## src/rtl/adc_rd_pkg.sv

```systemverilog
// Shared types for the data-ready triggered serial ADC reader.
// Assumes nothing beyond a synthesizable enum encoding.
package adc_rd_pkg;

    // Controller phases of one read.
    typedef enum logic [1:0] {
        ST_IDLE      = 2'd0,
        ST_WAIT_HIGH = 2'd1,
        ST_WAIT_FALL = 2'd2,
        ST_SHIFT     = 2'd3
    } rd_state_t;

endpackage

```

## src/rtl/adc_rd_sync.sv

```systemverilog
// Multi-stage synchronizer for an asynchronous single-bit input.
// Assumes STAGES >= 2; RESET_VAL is the idle level of the line.
module adc_rd_sync #(
    parameter int   STAGES    = 2,
    parameter logic RESET_VAL = 1'b1
) (
    input  logic clk,
    input  logic rst_n,
    input  logic d_i,
    output logic q_o
);

    logic [STAGES-1:0] chain_q;

    // Shift the raw input through the flop chain.
    always_ff @(posedge clk) begin
        if (!rst_n) chain_q <= {STAGES{RESET_VAL}};
        else        chain_q <= {chain_q[STAGES-2:0], d_i};
    end

    assign q_o = chain_q[STAGES-1];

endmodule

```

## src/rtl/adc_rd_shifter.sv

```systemverilog
// Transmit and receive shift registers for one MSB-first serial word.
// Assumes load, advance and sample are single-cycle strobes from the controller.
module adc_rd_shifter #(
    parameter int WORD_W = 16
) (
    input  logic              clk,
    input  logic              rst_n,
    input  logic              load_i,
    input  logic [WORD_W-1:0] word_i,
    input  logic              advance_i,
    input  logic              sample_i,
    input  logic              bit_i,
    output logic              msb_o,
    output logic [WORD_W-1:0] word_o
);

    logic [WORD_W-1:0] tx_q;
    logic [WORD_W-1:0] rx_q;

    // Load the outgoing word, then move it one bit left per falling edge.
    always_ff @(posedge clk) begin
        if (!rst_n)         tx_q <= '0;
        else if (load_i)    tx_q <= word_i;
        else if (advance_i) tx_q <= {tx_q[WORD_W-2:0], 1'b0};
    end

    // Collect incoming bits, MSB first, one per rising edge.
    always_ff @(posedge clk) begin
        if (!rst_n)        rx_q <= '0;
        else if (sample_i) rx_q <= {rx_q[WORD_W-2:0], bit_i};
    end

    assign msb_o  = tx_q[WORD_W-1];
    assign word_o = rx_q;

endmodule

```

## src/rtl/adc_drdy_spi_reader.sv

```systemverilog
// Serial master for a converter whose data-out pin doubles as data-ready.
// Waits for the synchronized line to go high and then low, runs one
// 16-period transfer with the serial clock idling low, and returns the result.
// Assumes chip select is tied active outside this block.
module adc_drdy_spi_reader
    import adc_rd_pkg::*;
#(
    parameter int WORD_W         = 16,
    parameter int HALF_DIV       = 32,
    parameter int SYS_CLK_HZ     = 250_000_000,
    parameter int SCLK_MAX_HZ    = 4_000_000,
    parameter int TIMEOUT_CYCLES = 1_000_000
) (
    input  logic                     clk,
    input  logic                     rst_n,
    input  logic                     start_i,
    input  logic [WORD_W-1:0]        cfg_i,
    input  logic                     dout_drdy_i,
    output logic                     sclk_o,
    output logic                     din_o,
    output logic                     busy_o,
    output logic signed [WORD_W-1:0] data_o,
    output logic                     valid_o,
    output logic                     err_o
);

    localparam int HCW = (HALF_DIV > 1) ? $clog2(HALF_DIV) : 1;
    localparam int BCW = $clog2(WORD_W);
    localparam int TCW = $clog2(TIMEOUT_CYCLES + 1);

    // Reject a divider that would exceed the converter's clock limit.
    if (64'(SYS_CLK_HZ) > 64'd2 * 64'(HALF_DIV) * 64'(SCLK_MAX_HZ)) begin : g_ratio_bad
        $error("HALF_DIV too small: serial clock would exceed SCLK_MAX_HZ");
    end

    rd_state_t         state_q;
    logic [HCW-1:0]    hcnt_q;
    logic [BCW-1:0]    bitcnt_q;
    logic [TCW-1:0]    tmo_q;
    logic              sclk_q;
    logic              valid_q;
    logic              err_q;
    logic [WORD_W-1:0] data_q;
    logic              line_s;
    logic              tx_msb;
    logic [WORD_W-1:0] rx_word;
    logic              tmo_last;
    logic              ready_edge;
    logic              phase_end;

    adc_rd_sync #(.STAGES(2), .RESET_VAL(1'b1)) sync_i (
        .clk   (clk),
        .rst_n (rst_n),
        .d_i   (dout_drdy_i),
        .q_o   (line_s)
    );

    // Decode the timeout limit, the ready edge and the end of a half period.
    always_comb begin
        tmo_last   = (tmo_q == TCW'(TIMEOUT_CYCLES - 1));
        ready_edge = (state_q == ST_WAIT_FALL) && !line_s && !tmo_last;
        phase_end  = (state_q == ST_SHIFT) && (hcnt_q == HCW'(HALF_DIV - 1));
    end

    adc_rd_shifter #(.WORD_W(WORD_W)) shift_i (
        .clk       (clk),
        .rst_n     (rst_n),
        .load_i    (ready_edge),
        .word_i    (cfg_i),
        .advance_i (phase_end && sclk_q),
        .sample_i  (phase_end && !sclk_q),
        .bit_i     (line_s),
        .msb_o     (tx_msb),
        .word_o    (rx_word)
    );

    // Sequence one read: arm, wait high, wait low, then clock 16 bits.
    always_ff @(posedge clk) begin
        if (!rst_n) begin
            state_q  <= ST_IDLE;
            hcnt_q   <= '0;
            bitcnt_q <= '0;
            tmo_q    <= '0;
            sclk_q   <= 1'b0;
            valid_q  <= 1'b0;
            err_q    <= 1'b0;
            data_q   <= '0;
        end else begin
            valid_q <= 1'b0;
            unique case (state_q)
                ST_IDLE: begin
                    if (start_i) begin
                        state_q <= ST_WAIT_HIGH;
                        tmo_q   <= '0;
                        err_q   <= 1'b0;
                    end
                end
                ST_WAIT_HIGH, ST_WAIT_FALL: begin
                    if (tmo_last) begin
                        err_q   <= 1'b1;
                        state_q <= ST_IDLE;
                    end else begin
                        tmo_q <= tmo_q + 1'b1;
                        if (state_q == ST_WAIT_HIGH && line_s) begin
                            state_q <= ST_WAIT_FALL;
                        end else if (ready_edge) begin
                            state_q  <= ST_SHIFT;
                            hcnt_q   <= '0;
                            bitcnt_q <= '0;
                            sclk_q   <= 1'b0;
                        end
                    end
                end
                ST_SHIFT: begin
                    if (phase_end) begin
                        hcnt_q <= '0;
                        sclk_q <= ~sclk_q;
                        if (sclk_q) begin
                            if (bitcnt_q == BCW'(WORD_W - 1)) begin
                                state_q <= ST_IDLE;
                                valid_q <= 1'b1;
                                data_q  <= rx_word;
                            end else begin
                                bitcnt_q <= bitcnt_q + 1'b1;
                            end
                        end
                    end else begin
                        hcnt_q <= hcnt_q + 1'b1;
                    end
                end
                default: state_q <= ST_IDLE;
            endcase
        end
    end

    assign busy_o  = (state_q == ST_SHIFT);
    assign sclk_o  = sclk_q;
    assign din_o   = busy_o & tx_msb;
    assign data_o  = data_q;
    assign valid_o = valid_q;
    assign err_o   = err_q;

endmodule

```

## config.mk

```make
export PLATFORM = sky130hd
export DESIGN_NAME = adc_drdy_spi_reader
export DESIGN_NICKNAME = d
export VERILOG_FILES = /design/src/rtl/adc_rd_pkg.sv /design/src/rtl/adc_rd_sync.sv /design/src/rtl/adc_rd_shifter.sv /design/src/rtl/adc_drdy_spi_reader.sv
export SDC_FILE = /design/constraint.sdc
export NUM_CORES = 1
export LEC_CHECK = 0
export CORE_MARGIN = 10
export CORE_UTILIZATION = 60
export DETAILED_ROUTE_END_ITERATION = 10
export PLACE_DENSITY = 0.87
export SYNTH_ARGS = -nofsm -noshare
export SYNTH_HDL_FRONTEND = slang
export SYNTH_SLANG_ARGS = --single-unit
```

## constraint.sdc

```tcl
create_clock -name clk -period 6.2 [get_ports clk]
set_input_delay 0.93 -clock clk [delete_from_list [all_inputs] [get_ports clk]]
set_output_delay 0.93 -clock clk [all_outputs]
set_load 0.01 [all_outputs]
```

### Yosys cells after proc, flatten, opt, wreduce, memory -nomap -nowiden

Index checks and enable logic that the tools add are counted.

* register bits: 84
* input port bits: 20
* output and inout bits: 21
* logic and storage cells: 88

* add/subtract/negate cells: 3
* equality and inequality tests: 16
* multiplexer cells: 34
* bitwise operators: 2
* reductions and logical operators: 22

Operators with widths (count)
* 20-bit two-way mux: 2
* 20-bit one-hot mux with 2 select lines: 1
* 16-bit two-way mux: 2
* 4-bit two-way mux: 6
* 20-bit by 1-bit adder with 20-bit output (second input constant): 1
* 20-bit equality test (second input constant): 1
* 5-bit two-way mux: 4
* 2-bit two-way mux: 7
* 2-bit inequality test (second input constant): 6
* 4-bit AND reduction: 3
* 5-bit one-hot mux with 2 select lines: 1
* 5-bit AND reduction: 2
* 4-bit one-hot mux with 2 select lines: 1
* 1-bit two-way mux: 7
* 7-bit AND reduction: 1
* 1-bit logical AND: 6
* 2-bit by 1-bit inequality test with 1-bit output (second input constant): 3
* 2-bit one-hot mux with 3 select lines: 1
* 3-bit AND reduction: 2
* 2-bit nonzero test: 3
* 5-bit by 1-bit adder with 5-bit output (second input constant): 1
* 5-bit equality test (second input constant): 1
* 4-bit by 1-bit adder with 4-bit output (second input constant): 1
* 2-bit equality test (second input constant): 2
* other kinds (9): 12

### Logic depth before layout (Yosys ltp)

Gate-level depths: netlist of run 1.

* word-level depth: 7
* depth in mapped cells: 9
* mapped depth without buffers: 8

### Modules after synthesis

From an unflattened synthesis of run 1, not the netlist that was laid out.

* cell total of the unflattened synthesis: 461
* area, all modules: 4145.2 um^2

Modules (own cells, without submodules)
* adc_drdy_spi_reader: times used 1, cells an instance 335, area each 2650.0 um^2, seq. area each 1001.0 um^2
* adc_rd_shifter: times used 1, cells an instance 122, area each 1442.6 um^2, seq. area each 640.6 um^2
* adc_rd_sync: times used 1, cells an instance 4, area each 52.6 um^2, seq. area each 40.0 um^2

### Least setup slack after synthesis of run 1

No wires, ideal clock.

* path kind: input to register
* start point: in rst_n
* end point: reg shift_i.tx_q[10]
* setup time: 0.147 ns
* arrival: 1.954 ns
* required time: 6.053 ns
* setup slack: 4.099 ns
* stages on the path: 5
* path buffers: 3
* path through: clkbuf_1 > inv_1 > clkbuf_1 > clkbuf_1 > a311oi_2

RTL lines
* start: declaration: RTL line adc_drdy_spi_reader.sv:15 `input logic rst_n,`
* end signal: assignment: RTL line adc_rd_shifter.sv:23 `else if (load_i) tx_q <= word_i;`
* end signal: assignment: RTL line adc_rd_shifter.sv:24 `else if (advance_i) tx_q <= {tx_q[WORD_W-2:0], 1'b0};`
* end: declaration: RTL line adc_rd_shifter.sv:17 `logic [WORD_W-1:0] tx_q;`

No word-level cell between the ends.

### Final worst setup path of run 1

* start point: reg hcnt_q[1]
* end point: reg data_q[1], in the netlist data_o[1]

* cells in the longest elaborated chain, start to end: 3

RTL lines
* start: declaration: RTL line adc_drdy_spi_reader.sv:37 `logic [HCW-1:0] hcnt_q;`
* start signal: assignment: RTL line adc_drdy_spi_reader.sv:128 `hcnt_q <= hcnt_q + 1'b1;`
* 5-bit equality test: RTL line adc_drdy_spi_reader.sv:62 `phase_end = (state_q == ST_SHIFT) && (hcnt_q == HCW'(HALF_DIV - 1));`
* 1-bit logical AND: RTL line adc_drdy_spi_reader.sv:62
* 4-bit AND reduction (no line)
* end signal: assignment: RTL line adc_drdy_spi_reader.sv:122 `data_q <= rx_word;`
* end: declaration: RTL line adc_drdy_spi_reader.sv:43 `logic [WORD_W-1:0] data_q;`

Every way passes these cells.
A chain may end at the register's enable or synchronous reset.

==> Implementation_results.wiki, run 1 <==
{| class="wikitable"
! Metric !! Value
|-
| Total count of hold-check failures in the final report || 0
|-
| Initial core utilization || about three fifths
|-
| Fraction of final layout cells with drive strength greater than 1 || under 10%
|-
| Async set or reset register ratio after synthesis || 0%
|-
| Ordered cell list for the critical path || ha_1, and3_1, ha_1, nand3_1, nor2_1, nand2_1, a21oi_1
|-
| Final critical-path setup slack || 3.37 ns
|-
| Number of synthesized flops with an enable pin || 0
|-
| Post-synth net total || between 400 and 500
|-
| Final Instance Count excl. Fillers || 571
|-
| CTS max path bufs || 2
|-
| Via count || roughly 3200
|-
| CTS Hold Bufs || 0
|-
| CTS tree || yes
|-
| Final Instance Area || roughly 4400 um2
|-
| WP data arrival || approximately 3.1 ns
|-
| Final max-slew violation count || 0
|-
| Fraction of the mapped netlist area in adder cells || 2.93%
|-
| Area fraction in and, or, nand and nor cells after synthesis || about a quarter
|-
| Cell type group with the largest total delay on the critical path || simple AND/OR/NAND/NOR gates
|-
| Cell seen most often among critical-path stages || ha_1
|-
| Area of the die || approximately 10000 um2
|-
| Slowest CP cell || nor2_1
|-
| Area used by multi-input combinational logic || ~2000 um2
|-
| Clock sink count || 84
|-
| Run status || finished, final reports clean
|-
| Final worst path period share || a little under half
|-
| RSZ-0062 raised after global routing || false
|-
| Total CTS buffers || 9
|-
| Worst setup SP type || flip-flop
|-
| Type of the worst setup path || reg -> reg
|-
| Total number of yosys warnings || 0
|-
| Most common cell after layout, fill and taps aside || nand2_1
|-
| Slew of the pin with the lowest slew margin || 1.03 ns
|-
| Clock edge transition at the registers on the reported setup and hold paths || 0.09 ns
|-
| Crit path buffers/inverters || 0
|-
| Relative slew slack || between 30 and 40%
|-
| Row cnt || 29
|-
| Clock insertion delay at the later pin of the skew report || approximately 0.36 ns
|-
| DRC Markers || 0
|-
| Primary flip-flop cell chosen by synthesis mapping || dfxtp_1
|-
| Avg Inst Size Synth || slightly above 8 um2
|-
| Path type of the worst min-delay path || reg -> reg
|-
| Number of placed instances with taps included || around 560
|-
| Clock tree root buffer cell || clkbuf_8
|-
| Maximum operating frequency || ~350 MHz
|-
| Leakage dissipation || between 1 and 1.5 nW
|-
| CTS H-Tree Depth || 3
|-
| Post-cts sizing count || 0
|-
| Required time of the critical path || approximately 6.5 ns
|-
| Avg WL per Cell || around 14 um
|-
| Wire length of the first global-routing pass || roughly 13000 um
|-
| Footprint of the flip-flops and latches || roughly 1700 um2
|-
| Number of global-route vias before repair || roughly 3000
|-
| Core region area || approximately 6300 um2
|-
| Most frequent cells in the layout || nand2_1, dfxtp_1, a21oi_1, clkdlybuf4s50_1, nor2_1
|-
| Total Wirelength || just under 8000 um
|-
| Layout Skew || approximately 0.012 ns
|-
| Pre-CTS setup slack || roughly 3.2 ns
|-
| Count of boundary I/O pins || 41
|-
| Dominant combinational cell family by area after synthesis || simple AND/OR/NAND/NOR gates
|-
| Overall routing resource usage || roughly 16%
|-
| FF+latch count, synth || 84
|-
| Final antenna-violating net count || 0
|-
| DIE WIDTH || between 100 and 150 um
|-
| Xor/xnor cell area share of the yosys netlist || between 2 and 3%
|-
| Antenna Diode Count || 0
|-
| Element type at the critical path end || flip-flop
|-
| Setup bufs post-CTS || 0
|-
| Setup violations, final || 0
|-
| Post-detailed-placement cell area || roughly 4200 um2
|-
| Die Y || approximately 100 um
|-
| Number of antenna violations at the first check in global routing || 0
|-
| Routed vias/inst || between 5 and 6
|-
| Max Cap Viol || 0
|-
| Port Buf Inserts || 40
|-
| Remaining global-route overflow || 0
|-
| Mapped Area || 3840 um2
|-
| Placed wire-length estimate after detailed placement || 5300 um
|-
| Cells after synthesis || roughly 460
|-
| Routability Congestion || between 0.8 and 0.9
|-
| Post-synthesis compound-gate area fraction || a little under a fifth
|-
| Number of inserted filler cells in the final layout || about 490
|-
| Number of design-rule violations left by the first detailed-router iteration || 132
|-
| Total negative slack || 0 ns
|-
| Largest net degree at the start of global routing || 57
|-
| Proportion of synthesized area in mux cells || 1.34%
|-
| Nets || 518
|-
| Unique cell type count in the Yosys netlist || 46
|-
| Iteration count of the initial detailed-routing pass || 4
|-
| Worst Path Max Fanout || 17
|-
| Largest voltage drop on the vdd net || about 180 uV
|-
| Power per standard cell area || 256 nW/um2
|-
| Sequential area share after synthesis || a little over two fifths
|-
| Area Growth Syn to Fin || 14.8%
|-
| Max incr delay on CP || between 0.9 and 1 ns
|-
| Period minus WS final || about 2.8 ns
|}
stage by stage:
stage               total power [mW]  hold WS (ns)  util, %
global route                    1.18         0.458     70.3
finish                          1.13         0.413     70.3
floorplan                      0.708         0.386        -
detailed placement             0.752         0.396     67.3
CTS                             1.14         0.421     70.3
global placement               0.747         0.394     67.3
worst reg2reg max path, delay by kind of cell (launching register included):
kind	cells	cell delay [ns]
AOI/OAI and AO/OA	1	0.19
adders and majority gates	2	0.42
DFF	1	0.38
and+or+nand+nor	4	1.77
metal layers:
layer | track usage [%] | up-vias | routed length, um | part of all wire, %
li1 | - | 1650 | - | -
met1 | 18.3 | 1511 | 3540 | 45
met2 | 26.6 | 65 | 3810 | 48
met3 | 5.70 | 8 | 497 | 6.3
met4 | 4.13 | 0 | 56 | 0.71
met5 | 0 | - | 0 | 0
power breakdown:
part           total [mW]  switching (mW)  internal [mW]  leakage (nW)
sequential          0.565          0.0127          0.552         0.677
combinational       0.177           0.110         0.0671         0.641
clock               0.386           0.198          0.188        0.0981
registers in the layout (all words and copies together) (netlist names):
signal and flops:
tmo_q 20, data_o 16, shift_i.tx_q 16, shift_i.word_o 16, hcnt_q 5, bitcnt_q 4
state_q 2, sync_i.chain_q 2, err_o 1, sclk_o 1, valid_o 1
layout make-up:
type / instances / area share (%)
flip-flops and latches: 84 / 38.1
inverters: 9 / 0.766
clock buffers: 11 / 2.98
well taps: 77 / 2.18
multi-input cells: 343 / 45.2
repair buffers: 42 / 9.42
clock inverters: 5 / 1.30
logic make-up (layout without fill, tap and decap cells):
family,count (synthesis),in the layout
and+or+nand+nor,220,220
AOI/OAI and AO/OA,97,97
muxes,5,5
DFF,84,84
buffers and inverters,35,67
xor gates and xnor gates,12,12
adders and majority gates,9,9
Yosys cell counts, types with 4 or more instances:
master | instances | area, um2
xor2_1 | 4 | 35.0
nand2_1 | 116 | 435
mux2i_1 | 4 | 40.0
a311oi_2 | 13 | 195
o21ai_0 | 9 | 45.0
inv_1 | 9 | 33.8
or3_1 | 8 | 50.1
and2_1 | 4 | 25.0
dfxtp_1 | 84 | 1680
nand3_1 | 15 | 75.1
nand2b_1 | 5 | 31.3
a21oi_1 | 47 | 235
xnor2_1 | 8 | 70.1
ha_1 | 9 | 113
and3_1 | 4 | 25.0
clkbuf_1 | 18 | 67.6
nand4_1 | 4 | 25.0
nor3_1 | 6 | 30.0
o22ai_1 | 5 | 31.3
nor2b_1 | 5 | 31.3
nor2_1 | 38 | 143
worst paths after layout:
| path | start | slack, ns | cells past startpoint | end |
|---|---|---|---|---|
| worst max-delay path | hcnt_q[1] | 3.37 | 7 | data_o[1] |
| worst min-delay path | sync_i.chain_q[0] | 0.41 | 1 | sync_i.chain_q[1] |
| worst max register to register | hcnt_q[1] | 3.37 | 7 | data_o[1] |
| worst min register to register | sync_i.chain_q[0] | 0.41 | 1 | sync_i.chain_q[1] |
No activity file was read; power rests on OpenSTA's default activity.
==> inputs of run 2 (changes only) <==
- CORE_UTILIZATION: 60 -> 51
- PLACE_DENSITY: 0.87 -> 0.79
- clock period: 6.2 -> 2.6 ns (I/O delays scaled with it)
==> Implementation_results.wiki, run 2 (synthesis results as in run 1) <==
{| class="wikitable"
! Metric !! Value
|-
| Power share of the clock group || 38.9% (+4.7 points)
|-
| Internal Pwr Total || 2.14 mW (+160%)
|-
| Most frequent cells in the layout || nand2_1, dfxtp_1, a21oi_1, clkdlybuf4s50_1, nor2_1
|-
| Final max-slew violation count || 0 (unchanged)
|-
| Layout Skew || 0.00773 ns (-0.00411 ns)
|-
| Iteration count of the initial detailed-routing pass || 5 (+1)
|-
| Length of routed met2 wiring || 3960 um (+3.8%)
|-
| Flip-flop count of the largest register, all copies and words added || 20 (unchanged)
|-
| Total Wirelength || 8250 um (+4.2%)
|-
| Type of the worst setup path || reg -> out
|-
| Pre-CTS setup slack || 0.325 ns (-2.90 ns)
|-
| Element type at the critical path end || output port
|-
| Final antenna-violating net count || 0 (unchanged)
|-
| CTS Hold Bufs || 0 (unchanged)
|-
| Die Y || 107 um (+6.8%)
|-
| DRC Markers || 0 (unchanged)
|-
| CTS tree || yes
|-
| Run status || finished, final reports clean
|-
| Sequential Power Share || 45.9% (-4.2 points)
|-
| Most common cell after layout, fill and taps aside || nand2_1
|-
| Slew of the pin with the lowest slew margin || 0.545 ns (-0.486 ns)
|-
| Remaining global-route overflow || 0 (unchanged)
|-
| Final worst path period share || roughly nine tenths
|-
| Post-cts sizing count || 0 (unchanged)
|-
| Area Growth Syn to Fin || 18.7%
|-
| Via count || 3278 (+1.4%)
|-
| Max Cap Viol || 0 (unchanged)
|-
| Largest net degree at the start of global routing || 50 (-12%)
|-
| Largest voltage drop on the vdd net || 581 uV (+220%)
|-
| RSZ-0062 raised after global routing || false
|-
| Number of design-rule violations left by the first detailed-router iteration || 237 (+80%)
|-
| Power per standard cell area || 643 nW/um2 (+150%)
|-
| CTS max path bufs || 2 (unchanged)
|-
| Clock sink count || 84 (unchanged)
|-
| Initial core utilization || 52.7% (-8.5 points)
|-
| Clock insertion delay at the later pin of the skew report || 0.36 ns (about the same)
|-
| Placed wire-length estimate after detailed placement || 5610 um (+5.8%)
|-
| Relative slew slack || 63.6% (+33 points)
|-
| Routed vias/inst || 5.46 (-3.5%)
|-
| Required time of the critical path || 2.21 ns (-4.28 ns)
|-
| Total CTS buffers || 9 (unchanged)
|-
| Register ranked first by flip-flop count || tmo_q
|-
| Final critical-path setup slack || 0.267 ns (-3.10 ns)
|-
| Setup bufs post-CTS || 0 (unchanged)
|-
| Area of the die || 11400 um2 (+14%)
|-
| Leakage dissipation || 1.47 nW (+4.1%)
|-
| WP data arrival || 1.94 ns (-1.18 ns)
|-
| Ordered cell list for the critical path || ha_1, and2_1, clkdlybuf4s50_1
|-
| Fraction of final layout cells with drive strength greater than 1 || 9.98% (+1.7 points)
|-
| Net Sw Power || 0.796 mW (+150%)
|-
| CTS H-Tree Depth || 3 (unchanged)
|-
| Worst setup SP type || flip-flop
|-
| Switching Fraction || 27.2% (-1.2 points)
|-
| DIE WIDTH || 107 um (+6.8%)
|-
| Max incr delay on CP || 0.54 ns (-0.39 ns)
|-
| Port Buf Inserts || 40 (unchanged)
|-
| Routed length on met3 || 425 um (-14%)
|-
| Clock tree root buffer cell || clkbuf_8
|-
| Comb power frac || 15.1% (-0.6 points)
|-
| Worst Path Max Fanout || 12 (-5)
|-
| Number of inserted filler cells in the final layout || 663 (+36%)
|-
| Core region area || 7290 um2 (+16%)
|-
| Total negative slack || 0 ns (unchanged)
|-
| Overall routing resource usage || 14.7% (-0.99 points)
|-
| Row cnt || 31 (+6.9%)
|-
| Routed length on met1 || 3780 um (+6.5%)
|-
| Routability Congestion || 0.787 (-1.7%)
|-
| Period minus WS final || 2.33 ns
|-
| Count of boundary I/O pins || 41 (unchanged)
|-
| Uppermost signal routing layer after detailed routing || met4
|-
| Clock edge transition at the registers on the reported setup and hold paths || 0.09 ns (about the same)
|-
| Setup violations, final || 0 (unchanged)
|-
| Slowest CP cell || clkdlybuf4s50_1
|-
| Path type of the worst min-delay path || reg -> reg
|-
| Wire length of the first global-routing pass || 14200 um (+7.3%)
|-
| Maximum operating frequency || about 430 MHz
|-
| Antenna Diode Count || 0 (unchanged)
|-
| Avg WL per Cell || 13.7 um (-0.80%)
|-
| Number of global-route vias before repair || 3124 (+5.3%)
|-
| Total count of hold-check failures in the final report || 0 (unchanged)
|-
| Number of antenna violations at the first check in global routing || 0 (unchanged)
|-
| Nets || 525 (+1.4%)
|}
## run 2: power groups by stage
stage          sequential, mW  clock [mW]  combinational [mW]
3_5_place_dp             1.38           0               0.440
6_report                 1.35        1.14               0.444
5_1_grt                  1.35        1.23               0.490
4_1_cts                  1.35        1.16               0.443
3_3_place_gp             1.37           0               0.425
2_1_floorplan            1.37           0               0.318
## run 2: final cells by class
cell class,instances,area [um2],area share [%]
multi-input cells,343,2000,43.7
clock buffers,9,124,2.72
flip-flops and latches,84,1680,36.9
clock inverters,7,123,2.69
inverters,9,33.8,0.741
repair buffers,49,480,10.5
well taps,99,124,2.72
## run 2: metrics by stage
step	cells	power, mW	hold WS [ns]	area [um2]	utilization, %
after floorplan	462	1.69	0.386	3840	-
after global placement	584	1.80	0.391	4320	59.2
after detailed placement	584	1.82	0.403	4320	59.2
after CTS	600	2.95	0.425	4560	62.6
after global routing	600	3.07	0.439	4560	62.6
final	600	2.93	0.417	4560	62.6
## run 2: final timing paths
path	startpoint	endpoint	slack, ns	cells after the start
worst min-delay path	sync_i.chain_q[0]	sync_i.chain_q[1]	0.42	1
worst min register to register	sync_i.chain_q[0]	sync_i.chain_q[1]	0.42	1
worst max register to register	state_q[0]	tmo_q[18]	0.35	7
worst max-delay path	state_q[0]	din_o	0.27	3
## run 2: per-layer routing
layer | vias up | GRT usage [%]
li1 | 1656 | -
met1 | 1545 | 17.8
met2 | 65 | 24.1
met3 | 12 | 4.25
met4 | 0 | 5.80
met5 | - | 0
## run 2: critical path, delay by kind of cell (launching register included)
kind | cells | cell delay, ns
AND/OR/NAND/NOR | 1 | 0.19
flip-flops | 1 | 0.40
buffers and inverters | 1 | 0.54
adder cells (fa/ha/maj) | 1 | 0.46
==> inputs of run 3 (changes only) <==
- PLACE_DENSITY: 0.79 -> 0.78
- SYNTH_HIERARCHICAL: default -> 1
==> Implementation_results.wiki, run 3 <==
{| class="wikitable"
! Metric !! Value
|-
| CTS tree || yes
|-
| Nets || 528 (+0.57%)
|-
| Placed wire-length estimate after detailed placement || 6510 um (+16%)
|-
| Slowest CP cell || clkdlybuf4s50_1
|-
| R2R Path Start || state_q[0]
|-
| Final max-slew violation count || 0 (unchanged)
|-
| Flip-flop count of the largest register, all copies and words added || 20 (unchanged)
|-
| Overall routing resource usage || 15.2% (+0.45 points)
|-
| Clock sink count || 84 (unchanged)
|-
| Setup bufs post-CTS || 0 (unchanged)
|-
| Setup violations, final || 0 (unchanged)
|-
| Total count of hold-check failures in the final report || 0 (unchanged)
|-
| Slew of the pin with the lowest slew margin || 0.616 ns (+0.0705 ns)
|-
| Avg Inst Size Synth || 8.99 um2 (+8.1%)
|-
| Clock insertion delay at the later pin of the skew report || 0.36 ns (about the same)
|-
| Number of cells on the worst reg-to-reg path || 6 (-1)
|-
| Most frequent cells in the layout || dfxtp_1, nand2_1, clkdlybuf4s50_1, a21oi_1, nand2b_1
|-
| Total number of yosys warnings || 6 (+6)
|-
| Largest voltage drop on the vdd net || 335 uV (-42%)
|-
| Maximum operating frequency || 414 MHz (-3.4%)
|-
| Antenna Diode Count || 0 (unchanged)
|-
| Count of boundary I/O pins || 41 (unchanged)
|-
| Register ranked first by flip-flop count || tmo_q
|-
| Worst Hold Path EP || sync_i/chain_q[1]
|-
| Iteration count of the initial detailed-routing pass || 4 (-1)
|-
| Element type at the critical path end || output port
|-
| Fraction of final layout cells with drive strength greater than 1 || 11.3% (+1.3 points)
|-
| Number of design-rule violations left by the first detailed-router iteration || 208 (-12%)
|-
| Total CTS buffers || 9 (unchanged)
|-
| Post-cts sizing count || 0 (unchanged)
|-
| Die Y || 110 um (+3.1%)
|-
| CTS Hold Bufs || 0 (unchanged)
|-
| Power per standard cell area || 578 nW/um2 (-10%)
|-
| Unique cell type count in the Yosys netlist || 59 (+28%)
|-
| Period minus WS final || 2.42 ns (+0.0833 ns)
|-
| Port Buf Inserts || 40 (unchanged)
|-
| Via count || 3413 (+4.1%)
|-
| Switching Fraction || 29.3% (+2.1 points)
|-
| Crit path buffers/inverters || 1 (unchanged)
|-
| Synth top area share || 40.6% (-3.2 points)
|-
| CTS H-Tree Depth || 3 (unchanged)
|-
| Worst setup SP type || flip-flop
|-
| Routed vias/inst || 5.63 (+3.1%)
|-
| DRC Markers || 0 (unchanged)
|-
| Post-synth net total || 490 (-0.20%)
|-
| Reg2reg setup slack || 0.29 ns (-0.06 ns)
|-
| Largest cells by area after synthesis || dfxtp_1, nand2_1, mux2i_1
|-
| Cells after synthesis || 461 (-0.22%)
|-
| Hold Path Depth || 2 (+1)
|-
| Leakage dissipation || 1.77 nW (+20%)
|-
| Avg WL per Cell || 14.8 um (+7.9%)
|-
| Net Sw Power || 0.819 mW (+2.9%)
|-
| Cell type group with the largest total delay on the critical path || buffers and inverters
|-
| Layout Skew || 0.00945 ns (+0.00172 ns)
|-
| Final antenna-violating net count || 0 (unchanged)
|-
| Most common cell after layout, fill and taps aside || dfxtp_1
|-
| Worst Path Max Fanout || 13 (+1)
|-
| Area Growth Syn to Fin || 16.9%
|-
| Number of antenna violations at the first check in global routing || 0 (unchanged)
|-
| WP data arrival || 2.03 ns (+0.09 ns)
|-
| Routability Congestion || 0.825 (+4.9%)
|-
| FF+latch count, synth || 84 (unchanged)
|-
| Power share of the clock group || 34.9% (-4.0 points)
|-
| Number of global-route vias before repair || 3270 (+4.7%)
|-
| Row cnt || 32 (+3.2%)
|-
| Sequential Power Share || 47.9% (+2.0 points)
|-
| Final Core Density || 62.1% (-0.51 points)
|-
| Relative slew slack || 58.8% (-4.8 points)
|-
| Async set or reset register ratio after synthesis || 0% (unchanged)
|-
| Internal Pwr Total || 1.98 mW (-7.4%)
|-
| Origin of the worst min-delay path || rst_n
|-
| Clock tree root buffer cell || clkbuf_8
|-
| Reg2Reg Capture Point || tmo_q[17]
|-
| Remaining global-route overflow || 0 (unchanged)
|-
| CTS max path bufs || 2 (unchanged)
|-
| Mapped Area || 4150 um2 (+7.9%)
|-
| Primary flip-flop cell chosen by synthesis mapping || dfxtp_1
|-
| Core region area || 7810 um2 (+7.1%)
|-
| Max incr delay on CP || 0.54 ns (about the same)
|-
| Cell with the most instances after synthesis || dfxtp_1
|-
| DIE WIDTH || 110 um (+3.1%)
|-
| RSZ-0062 raised after global routing || false
|-
| Number of synthesized flops with an enable pin || 0 (unchanged)
|-
| Most frequent cells after synthesis || dfxtp_1, nand2_1, a21oi_1, nand2b_1, nor2b_1
|-
| Clock edge transition at the registers on the reported setup and hold paths || 0.09 ns (about the same)
|-
| Required time of the critical path || 2.21 ns (about the same)
|-
| Max Cap Viol || 0 (unchanged)
|-
| Final worst path period share || 92.9% (+3.2 points)
|-
| Initial core utilization || 53.1% (+0.40 points)
|-
| Top cell type by total area after synthesis || dfxtp_1
|-
| Wire length of the first global-routing pass || 15100 um (+5.9%)
|-
| Total negative slack || 0 ns (unchanged)
|-
| Comb power frac || 17.2% (+2.1 points)
|-
| Type of the worst setup path || reg -> out
|-
| Ordered cell list for the critical path || ha_1, and2_1, clkdlybuf4s50_1
|-
| Run status || finished, final reports clean
|-
| Area of the die || 12100 um2 (+6.4%)
|-
| Sequential area share after synthesis || 40.6% (-3.2 points)
|-
| Largest net degree at the start of global routing || 34 (-32%)
|-
| Path type of the worst min-delay path || in -> reg
|-
| Total Wirelength || 8990 um (+9.0%)
|}
[run 3: layout make-up]
class / count / area [um2]
clock buffers: 9 / 124
clock inverters: 7 / 82.6
fillers: 693 / 2960
inverters: 9 / 33.8
multi-input cells: 341 / 2290
flip-flops and latches: 84 / 1680
well taps: 102 / 128
repair buffers: 54 / 500
[run 3: power groups by stage]
stage	clock network (mW)	registers (mW)	logic, mW
after floorplan	0	1.36	0.332
after global placement	0	1.37	0.461
after detailed placement	0	1.37	0.473
after CTS	0.995	1.34	0.475
after global routing	1.04	1.35	0.529
final	0.977	1.34	0.481
[run 3: logic make-up after synthesis]
group                      count (synthesis)  synth area share [%]
and+or+nand+nor                          193                  25.5
DFF                                       84                  40.6
muxes                                     36                  10.1
adders and majority gates                  9                  2.72
xor gates and xnor gates                   1                 0.211
AOI/OAI and AO/OA                        102                  16.6
buffers and inverters                     36                  4.26
[run 3: worst max-delay path by stage]
stage	start	end	slack, ns	cells after the start
finish	state_q[1]	din_o	0.18	3
global route	state_q[1]	din_o	0.1	3
CTS	state_q[0]	din_o	0.18	3
detailed placement	start_i	tmo_q[19]	0.33	5
global placement	start_i	tmo_q[17]	0.38	5
floorplan	state_q[0]	tmo_q[19]	0.47	6
[run 3: per-layer routing]
| layer | global-route usage, % | part of all wire, % | vias to the layer above |
|---|---|---|---|
| met1 | 18.8 | 47 | 1612 |
| met3 | 2.96 | 3.7 | 10 |
| li1 | - | - | 1736 |
| met4 | 6.33 | 1.7 | 0 |
| met2 | 25.2 | 48 | 55 |
| met5 | 0 | 0 | - |
[run 3: worst reg2reg max path, stage by stage, from the launching register on]
cell     delay (ns)
dfxtp_1        0.39
inv_1          0.10
ha_1           0.42
mux2i_2        0.15
or4_1          0.66
or3_1          0.39
a21oi_1        0.13
[run 3: metrics by stage]
step | hold slack, ns | cells | setup WS, ns | power (mW) | instance area (um2)
3_3_place_gp | 0.389 | 590 | 0.385 | 1.83 | 4640
4_1_cts | 0.346 | 606 | 0.185 | 2.81 | 4840
3_5_place_dp | 0.393 | 590 | 0.327 | 1.84 | 4640
2_1_floorplan | 0.386 | 461 | 0.473 | 1.70 | 4150
5_1_grt | 0.365 | 606 | 0.0976 | 2.92 | 4840
6_report | 0.352 | 606 | 0.183 | 2.80 | 4840
